===== src/rtl/can_tunnel_pkg.sv =====
package can_tunnel_pkg;
  localparam int IdW        = 11;
  localparam int LenW       = 4;
  localparam int MaxBytes   = 8;
  localparam int DataW      = MaxBytes * 8;
  localparam int ShortBytes = 6;
  localparam int ShortW     = ShortBytes * 8;
  localparam int UidW       = 2 * ShortW;
  localparam int AddrW      = 16;

  // strobes from control to datapath
  typedef struct packed {
    logic loadIdent;
    logic loadPing;
    logic loadAddr;
    logic latchRx;
    logic stepOut;
    logic clrBurst;
    logic pushByte;
    logic loadBurst;
  } ctlStrobes_t;

  typedef enum logic [2:0] {
    RX_NONE, RX_QUERY, RX_SETADDR, RX_PING, RX_DATA, RX_RESET
  } rxKind_t;
endpackage


===== src/rtl/can_tunnel_dp.sv =====
module can_tunnel_dp
  import can_tunnel_pkg::*;
#(
  parameter logic [IdW-1:0] QUERY_ID   = 11'h321,
  parameter logic [IdW-1:0] RESP_ID    = 11'h323,
  parameter logic [IdW-1:0] SETADDR_ID = 11'h322
) (
  input  logic              clk,
  input  logic              rst,
  input  ctlStrobes_t       st,
  input  logic [UidW-1:0]   uniqueId,
  input  logic [IdW-1:0]    rxId,
  input  logic [LenW-1:0]   rxLen,
  input  logic [DataW-1:0]  rxData,
  input  logic [7:0]        inByte,
  output rxKind_t           rxKind,
  output logic              addressed,
  output logic              fwdLast,
  output logic [LenW-1:0]   burstCnt,
  output logic [IdW-1:0]    txId,
  output logic [LenW-1:0]   txLen,
  output logic [DataW-1:0]  txData,
  output logic [7:0]        outByte
);
  logic [AddrW-1:0]  nodeAddr;
  logic [ShortW-1:0] shortId;
  logic [DataW-1:0]  fwdData;
  logic [LenW-1:0]   fwdLen;
  logic [LenW-1:0]   fwdIdx;
  logic [IdW-1:0]    replyId;
  logic              idMatch;

  for (genvar gi = 0; gi < ShortBytes; gi++) begin : g_fold
    assign shortId[gi*8 +: 8] = uniqueId[gi*8 +: 8] ^ uniqueId[(gi+ShortBytes)*8 +: 8];
  end

  assign addressed = (nodeAddr != '0);
  assign replyId   = nodeAddr[IdW-1:0] + 11'd1;
  assign idMatch   = (nodeAddr[AddrW-1:IdW] == '0) && (nodeAddr[IdW-1:0] == rxId);
  assign fwdLast   = (fwdIdx == fwdLen - 4'd1);
  assign outByte   = fwdData[fwdIdx[2:0]*8 +: 8];

  always_comb begin
    rxKind = RX_NONE;
    if (!addressed) begin
      if (rxId == QUERY_ID && rxLen == '0)
        rxKind = RX_QUERY;
      else if (rxId == SETADDR_ID && rxData[DataW-1:16] == shortId)
        rxKind = RX_SETADDR;
    end else begin
      if (idMatch)
        rxKind = (rxLen == '0) ? RX_PING : RX_DATA;
      else if (rxId == QUERY_ID && rxLen != '0 && rxData[AddrW-1:0] == nodeAddr)
        rxKind = RX_RESET;
    end
  end

  always_ff @(posedge clk) begin
    if (rst) begin
      nodeAddr <= '0;
      txId     <= '0;
      txLen    <= '0;
      txData   <= '0;
      fwdData  <= '0;
      fwdLen   <= '0;
      fwdIdx   <= '0;
      burstCnt <= '0;
    end else begin
      if (st.loadAddr) nodeAddr <= rxData[AddrW-1:0];
      if (st.loadIdent) begin
        txId   <= RESP_ID;
        txLen  <= LenW'(ShortBytes);
        txData <= {{(DataW-ShortW){1'b0}}, shortId};
      end
      if (st.loadPing) begin
        txId   <= replyId;
        txLen  <= '0;
        txData <= '0;
      end
      if (st.clrBurst) begin
        burstCnt <= '0;
        txData   <= '0;
      end
      if (st.pushByte) begin
        txData[burstCnt[2:0]*8 +: 8] <= inByte;
        burstCnt <= burstCnt + 4'd1;
      end
      if (st.loadBurst) begin
        txId  <= replyId;
        txLen <= burstCnt + LenW'(st.pushByte);
      end
      if (st.latchRx) begin
        fwdData <= rxData;
        fwdLen  <= (rxLen > LenW'(MaxBytes)) ? LenW'(MaxBytes) : rxLen;
        fwdIdx  <= '0;
      end
      if (st.stepOut) fwdIdx <= fwdIdx + 4'd1;
    end
  end

  // the address only moves on an accepted set-address frame
  a_r3_addr_only_on_set: assert property (@(posedge clk) disable iff (rst)
    !$stable(nodeAddr) |-> ($past(st.loadAddr) || $past(rst)));
endmodule


===== src/rtl/can_tunnel_ctrl.sv =====
module can_tunnel_ctrl
  import can_tunnel_pkg::*;
(
  input  logic            clk,
  input  logic            rst,
  input  logic            rxValid,
  input  logic            txReady,
  input  logic            outByteReady,
  input  logic            inByteValid,
  input  rxKind_t         rxKind,
  input  logic            addressed,
  input  logic            fwdLast,
  input  logic [LenW-1:0] burstCnt,
  output ctlStrobes_t     st,
  output logic            rxReady,
  output logic            txValid,
  output logic            outByteValid,
  output logic            inByteTake,
  output logic            resetReq
);
  typedef enum logic [1:0] {S_IDLE, S_SEND, S_FWD, S_FILL} state_t;

  state_t state, nxt;
  logic   helloPend, helloClr, fire;

  always_comb begin
    st           = '0;
    nxt          = state;
    rxReady      = 1'b0;
    inByteTake   = 1'b0;
    helloClr     = 1'b0;
    fire         = 1'b0;
    txValid      = (state == S_SEND);
    outByteValid = (state == S_FWD);
    case (state)
      S_IDLE: begin
        if (helloPend) begin
          st.loadIdent = 1'b1;
          helloClr     = 1'b1;
          nxt          = S_SEND;
        end else if (rxValid) begin
          rxReady = 1'b1;
          case (rxKind)
            RX_QUERY:   begin st.loadIdent = 1'b1; nxt = S_SEND; end
            RX_SETADDR: st.loadAddr = 1'b1;
            RX_PING:    begin st.loadPing = 1'b1; nxt = S_SEND; end
            RX_DATA:    begin st.latchRx = 1'b1; nxt = S_FWD; end
            RX_RESET:   fire = 1'b1;
            default:    ;
          endcase
        end else if (addressed && inByteValid) begin
          st.clrBurst = 1'b1;
          nxt         = S_FILL;
        end
      end
      S_SEND: if (txReady) nxt = S_IDLE;
      S_FWD: begin
        if (outByteReady) begin
          st.stepOut = 1'b1;
          if (fwdLast) nxt = S_IDLE;
        end
      end
      S_FILL: begin
        if (inByteValid) begin
          inByteTake  = 1'b1;
          st.pushByte = 1'b1;
          if (burstCnt == LenW'(MaxBytes - 1)) begin
            st.loadBurst = 1'b1;
            nxt          = S_SEND;
          end
        end else if (burstCnt != '0) begin
          st.loadBurst = 1'b1;
          nxt          = S_SEND;
        end else begin
          nxt = S_IDLE;
        end
      end
      default: nxt = S_IDLE;
    endcase
  end

  always_ff @(posedge clk) begin
    if (rst) begin
      state     <= S_IDLE;
      helloPend <= 1'b1;
      resetReq  <= 1'b0;
    end else begin
      state    <= nxt;
      resetReq <= fire;
      if (helloClr) helloPend <= 1'b0;
    end
  end

  // bytes are only popped by an addressed node from a non-empty stream
  a_r8_take_needs_addr: assert property (@(posedge clk) disable iff (rst)
    inByteTake |-> (addressed && inByteValid));
  // a reset pulse always follows a consumed frame
  a_r6_reset_after_accept: assert property (@(posedge clk) disable iff (rst)
    resetReq |-> $past(rxValid && rxReady));
endmodule


===== src/rtl/can_tunnel_node.sv =====
module can_tunnel_node
  import can_tunnel_pkg::*;
#(
  parameter logic [IdW-1:0] QUERY_ID   = 11'h321,
  parameter logic [IdW-1:0] RESP_ID    = 11'h323,
  parameter logic [IdW-1:0] SETADDR_ID = 11'h322
) (
  input  logic             clk,
  input  logic             rst,
  input  logic [UidW-1:0]  uniqueId,
  input  logic             rxValid,
  output logic             rxReady,
  input  logic [IdW-1:0]   rxId,
  input  logic [LenW-1:0]  rxLen,
  input  logic [DataW-1:0] rxData,
  output logic             txValid,
  input  logic             txReady,
  output logic [IdW-1:0]   txId,
  output logic [LenW-1:0]  txLen,
  output logic [DataW-1:0] txData,
  output logic             outByteValid,
  input  logic             outByteReady,
  output logic [7:0]       outByte,
  input  logic             inByteValid,
  input  logic [7:0]       inByte,
  output logic             inByteTake,
  output logic             resetReq
);
  ctlStrobes_t     st;
  rxKind_t         rxKind;
  logic            addressed;
  logic            fwdLast;
  logic [LenW-1:0] burstCnt;

  can_tunnel_ctrl i_ctrl (
    .clk(clk), .rst(rst), .rxValid(rxValid), .txReady(txReady),
    .outByteReady(outByteReady), .inByteValid(inByteValid), .rxKind(rxKind),
    .addressed(addressed), .fwdLast(fwdLast), .burstCnt(burstCnt), .st(st),
    .rxReady(rxReady), .txValid(txValid), .outByteValid(outByteValid),
    .inByteTake(inByteTake), .resetReq(resetReq)
  );

  can_tunnel_dp #(
    .QUERY_ID(QUERY_ID), .RESP_ID(RESP_ID), .SETADDR_ID(SETADDR_ID)
  ) i_dp (
    .clk(clk), .rst(rst), .st(st), .uniqueId(uniqueId), .rxId(rxId),
    .rxLen(rxLen), .rxData(rxData), .inByte(inByte), .rxKind(rxKind),
    .addressed(addressed), .fwdLast(fwdLast), .burstCnt(burstCnt),
    .txId(txId), .txLen(txLen), .txData(txData), .outByte(outByte)
  );

  // offered frame held until taken
  a_r10_tx_hold: assert property (@(posedge clk) disable iff (rst)
    (txValid && !txReady) |=> (txValid && $stable(txId) && $stable(txLen) && $stable(txData)));
  // offered receive byte held until taken
  a_r10_out_hold: assert property (@(posedge clk) disable iff (rst)
    (outByteValid && !outByteReady) |=> (outByteValid && $stable(outByte)));
  // no frame longer than eight bytes
  a_r7_len_cap: assert property (@(posedge clk) disable iff (rst)
    txValid |-> (txLen <= 4'd8));
endmodule


===== config.mk =====
export PLATFORM = sky130hd
export DESIGN_NAME = can_tunnel_node
export DESIGN_NICKNAME = d
export VERILOG_FILES = /design/src/rtl/can_tunnel_pkg.sv /design/src/rtl/can_tunnel_dp.sv /design/src/rtl/can_tunnel_ctrl.sv /design/src/rtl/can_tunnel_node.sv
export SDC_FILE = /design/constraint.sdc
export NUM_CORES = 1
export LEC_CHECK = 0
export BUFFER_PORTS_ARGS = -buffer_cell sky130_fd_sc_hd__buf_2
export CAP_MARGIN = 20
export CORE_MARGIN = 2
export CORE_UTILIZATION = 57
export DETAILED_ROUTE_END_ITERATION = 7
export GPL_TIMING_DRIVEN = 0
export PLACE_DENSITY_LB_ADDON = 0.05
export SKIP_LAST_GASP = 1
export SLEW_MARGIN = 20
export SYNTH_ARGS = -nofsm -noshare
export SYNTH_HDL_FRONTEND = slang
export SYNTH_SLANG_ARGS = --single-unit

===== constraint.sdc =====
create_clock -name clk -period 6.1 [get_ports clk]
set_clock_uncertainty 0.15 [all_clocks]
set_input_delay 1.22 -clock clk [delete_from_list [all_inputs] [get_ports clk]]
set_output_delay 1.22 -clock clk [all_outputs]
set_load 0.03 [all_outputs]

Yosys cells after proc, flatten, opt, wreduce, memory -nomap -nowiden
Cells that the tools add are included.
{"block": "classes", "add_sub_neg": 6, "order_cmp": 1, "n_eq_ne": 21, "n_shift": 3, "muxes": 60, "bitwise_logic": 8, "reduce_logical": 18}
{"op": "two-way mux 64 bit", "count": 5}
{"op": "bitwise mux 64 bit", "count": 1}
{"op": "variable shift 8 x 34 -> 64 bit, first input constant", "count": 1}
{"op": "indexed part select 64 x 7 -> 8 bit", "count": 1}
{"op": "indexed part select 8 x 34 -> 64 bit", "count": 1}
{"op": "equality test 48 bit", "count": 1}
{"op": "bitwise XOR 8 bit", "count": 6}
{"op": "two-way mux 4 bit", "count": 10}
{"op": "negation 6 -> 34 bit", "count": 1}
{"op": "two-way mux 11 bit", "count": 3}
{"op": "two-way mux 1 bit", "count": 23}
{"op": "equality test 11 x 10 -> 1 bit, second input constant", "count": 2}
{"op": "two-way mux 2 bit", "count": 10}
{"op": "two-way mux 3 bit", "count": 6}
{"op": "equality test 16 bit", "count": 1}
{"op": "nonzero test 16 bit", "count": 1}
{"op": "adder 11 x 1 -> 11 bit, second input constant", "count": 1}
{"op": "equality test 11 bit", "count": 1}
{"op": "adder 4 x 1 -> 4 bit, second input constant", "count": 2}
{"op": "one-hot mux 2 bit (4 select lines)", "count": 1}
{"op": "nonzero test 4 bit", "count": 2}
{"op": "equality test 3 x 2 -> 1 bit, second input constant", "count": 2}
{"op": "equality test 3 bit, second input constant", "count": 2}
{"op": "logical AND 1 bit", "count": 6}
{"op": "22 further kinds", "count": 27}
{"block": "word_totals", "ff_bits": 175, "output_inout_bits": 92}

Longest topological paths before layout
{"block": "depth", "word_depth": 17, "depth_mapped": 12}

Hierarchy
A second synthesis with hierarchy kept.
{"block": "hier_totals", "cells_unflattened": 1024, "area_unflattened_um2": 9301.4}
{"module": "can_tunnel_dp", "n_inst": 1, "cells_each": 974, "area_per_inst_um2": 8913.5}
{"module": "can_tunnel_ctrl", "n_inst": 1, "cells_each": 50, "area_per_inst_um2": 387.9}

Worst setup path before layout
OpenSTA, ideal clock, no wires.
{"block": "synth_path", "path_kind": "register -> output", "from": "register i_dp.fwdIdx[0]", "to": "output outByte[0]", "arrival_ns": 2.251, "t_required_ns": 4.730, "slack_ns": 2.479, "path_stages_with_launch": 5, "path_cell_list": "dfxtp_1 buf_1 clkbuf_1 mux4_2 mux2_2"}
{"block": "synth_via", "elab_chain_cells": 1}
{"element": "from (decl)", "line": "can_tunnel_dp.sv:29", "source": "logic [LenW-1:0] fwdIdx;"}
{"element": "from (signal assigned)", "line": "can_tunnel_dp.sv:97", "source": "if (st.stepOut) fwdIdx <= fwdIdx + 4'd1;"}
{"element": "indexed part select 64 x 7 -> 8 bit", "line": "can_tunnel_dp.sv:41", "source": "assign outByte = fwdData[fwdIdx[2:0]*8 +: 8];"}
{"element": "to (decl)", "line": "can_tunnel_node.sv:23", "source": "output logic [7:0] outByte,"}
Every way passes these cells.

Final worst setup path
{"block": "layout_path", "from": "register i_dp.fwdIdx[0]", "to": "output outByte[4]"}
Same word-level chain as after synthesis.

==> summary.md <==
| Metric | Value |
|---|---|
| Hold crit path type | reg2reg |
| Crit-path leading delay family | buffers and inverters |
| Non-filler instance count after layout | 1600 |
| Starting density of the core | 57.7% |
| GRT Overall Usage | 37.9% |
| Routability Congestion | 0.972 |
| Seq/Total Area, Yosys | 37.0% |
| Max stage delay on crit path | 0.65 ns |
| Maximum fanout along the worst path | 10 |
| DR vias | 9377 |
| Fin Setup TNS | 0 ns |
| Power Density | 275 nW/um2 |
| Endpoints failing setup | 0 |
| Slowest cell on the critical path | clkbuf_1 |
| Drt wl/cell | 21.3 um |
| Final Cycle Share | 74.6% |
| # nets final | 1563 |
| Post-CTS setup buffer count | 0 |
| Post-synth EDFFs | 0 |
| Clock Pin Slew Worst Setup and Hold Paths | 0.07 ns |
| Area grow syn2layout | 24.5% |
| Clk buf depth | 2 |
| Relative slew slack | 37.5% |
| DR iter-0 viols | 1108 |
| Cts repair resizes | 0 |
| Critical path, cell by cell | buf_1 > clkbuf_1 > mux4_2 > mux2_2 > buf_2 |
| Worst setup path start | i_dp.fwdIdx[0]$_SDFFE_PP0P_ |
| Mapped Nets | 1265 |
| Grt met1 use | 51.9% |
| First-pass DRT Iterations | 6 |
| Asr flop ratio synth | 0% |
| Overflow after GRT | 0 |
| Max cap viols | 0 |
| Setup repair after global routing missed its margin | false |
| Die X | 133 um |
| Top FF cell, synth | dfxtp_1 |
| Worst VDD drop | 0.250 mV |
| Share of layout cells above drive strength 1 | 28.7% |
| DRC violations left | 0 |
| Core Box Area | 16400 um2 |
| CTS Buf Count | 17 |
| Drt via density | 5.86 |
| Max Slew Vio Count | 0 |
| Detailed Place HPWL | 26.8 mm |
| Overall routed net length | 34.0 mm |
| Worst EP arrival | 3.18 ns |
| Most common cell after layout, fill and taps aside | buf_2 |
| First-pass GRT wire length | 50.5 mm |
| HP Start | i_dp.fwdData[60]$_SDFFE_PP0P_ |
| Syn Area/Cell | 8.90 um2 |
| Kind of critical path | reg2out |
| Io pins | 281 |
| Die ar. | 17700 um2 |
| Synth unique cells | 62 |
| Rows | 47 |
| RR Startpoint | i_dp.nodeAddr[0]$_SDFFE_PP0P_ |
| Clk Latency, worst-skew pair | 0.44 ns |
| Port buffer count | 279 |
| Placed cells | 1562 |
| Tightest Pin Transition | 0.934 ns |
| Vias in the first global route | 8740 |
| Buf/Inv on CP | 3 |
| Final ANT Viol Nets | 0 |
| Maximum clock frequency | 220 MHz |
| Synthesized instance count | 1063 |
| Commonest cells after routing, fill and taps aside | 296 x buf_2, 175 x nand2_1, 175 x dfxtp_1 |
| Static leakage | 5.06 nW |
| Startpoint class of the critical path | flop |
| Status | finished, final reports clean |
| Synthesized flop and latch total | 175 |
| R2R setup slack | 2.44 ns |
| Clock tree root driver cell | clkbuf_16 |
| Critical Path End Type | output port |
| Sinks on Clock Net | 175 |
| Largest net degree at the start of global routing | 18 |
| Mapped Area | 9470 um2 |
| CTS Hold Bufs | 0 |
| Global Route met3 Usage | 9.04% |
| M2 GR Usage | 58.7% |
| Critical path data required time | 4.73 ns |
| Yosys warns | 0 |
| Die Ht | 133 um |
| Hold Fails Final Rpt | 0 |
| # H-tree levels | 4 |
| CTS tree | built |
| Gr busiest metal | met2 |
| Antenna violations before repair | 6 |
| Minimum clock period | 4.55 ns |
-- cell families (layout without fill, tap and decap cells) --
group / after synthesis / after routing / synth area share, %
xor gates and xnor gates: 140 / 140 / 17.3
muxes: 26 / 26 / 4.97
DFF: 175 / 175 / 37.0
buffers and inverters: 83 / 394 / 3.99
AOI/OAI and AO/OA: 253 / 253 / 16.8
other: 0 / 6 / 0
and+or+nand+nor: 373 / 373 / 18.2
adders and majority gates: 13 / 13 / 1.72
-- routing by layer --
layer,up-vias,part of all wire [%]
met2,554,45
met1,4430,41
met4,0,3.1
li1,4325,-
met3,68,11
met5,-,0
-- worst min-delay path, cell delays in order (launching register included) --
cell	delay, ns
dfxtp_1	0.31
nand2_1	0.05
a21oi_1	0.05
-- final timing paths --
| path | to | cells after the start |
|---|---|---|
| worst max register to register | i_dp.txData[44]$_SDFF_PP0_ | 12 |
| worst min register to register | i_dp.fwdData[60]$_SDFFE_PP0P_ | 2 |
| worst min-delay path | i_dp.fwdData[60]$_SDFFE_PP0P_ | 2 |
| worst max-delay path | outByte[4] | 5 |
-- cells in the mapped netlist, types with 3 or more instances --
cell type  count  area share, %
o32ai_1        7           0.65
nand4_1       12           0.79
dfxtp_1      175             37
nand2b_1      12           0.79
mux2_2         8           0.95
a22o_1        16            1.5
xnor3_1       30            7.1
nor3_1        18           0.95
mux4_2        16            3.8
and3_1         5           0.33
xor2_1        25            2.3
o31ai_1        3           0.24
nor2_2        10           0.66
a21oi_2       10           0.93
a211oi_1       9           0.71
nand3_1       14           0.74
o22ai_1       20            1.3
or4_1          4           0.32
nor2b_1        5           0.33
nor4_1        15           0.99
ha_1          13            1.7
o21ai_0       16           0.85
a2111oi_4      3           0.87
buf_6          6           0.71
clkbuf_1      42            1.7
o21ai_1       11           0.58
buf_2         17           0.90
a211o_1        3           0.28
a21oi_1      139            7.3
nand2_1      175            6.9
or3_1          7           0.46
nor2_1        77            3.1
nand3b_1       3           0.24
inv_1         16           0.63
xnor2_1       85            7.9
-- final cells by class --
cell class              count  area [um2]
diodes                      6        15.0
plain buffers              67         318
clock buffers              17         425
clock inverters            15         201
fillers                  1332        4620
inverters                  16        60.1
multi-input cells         805        5590
flip-flops and latches    175        3500
well taps                 220         275
repair buffers            279        1400
-- report_power, final --
group / internal [mW] / switching, mW
logic: 0.278 / 0.524
registers: 1.21 / 0.0463
clock network: 0.662 / 0.515
-- flip-flops by register name (all words and copies together), names as in the netlist --
register / flops
i_dp.fwdData: 64
i_dp.txData: 64
i_dp.nodeAddr: 16
i_dp.txId: 11
i_dp.burstCnt: 4
i_dp.fwdIdx: 4
i_dp.fwdLen: 4
i_dp.txLen: 4
i_ctrl.state: 2
i_ctrl.helloPend: 1
i_ctrl.resetReq: 1
-- per-stage QoR --
step / instance area, um2 / hold slack (ns) / util [%] / setup slack [ns] / total power [mW]
finish: 11800 / 0.306 / 71.8 / 1.55 / 3.24
global route: 11800 / 0.323 / 71.8 / 1.32 / 3.33
CTS: 11800 / 0.305 / 71.7 / 1.49 / 3.22
detailed placement: 11100 / 0.295 / 67.9 / 1.99 / 2.06
global placement: 11100 / 0.289 / 67.9 / 1.66 / 2.06
floorplan: 9470 / 0.283 / - / 2.48 / 1.75
(Power assumes the default switching activity.)
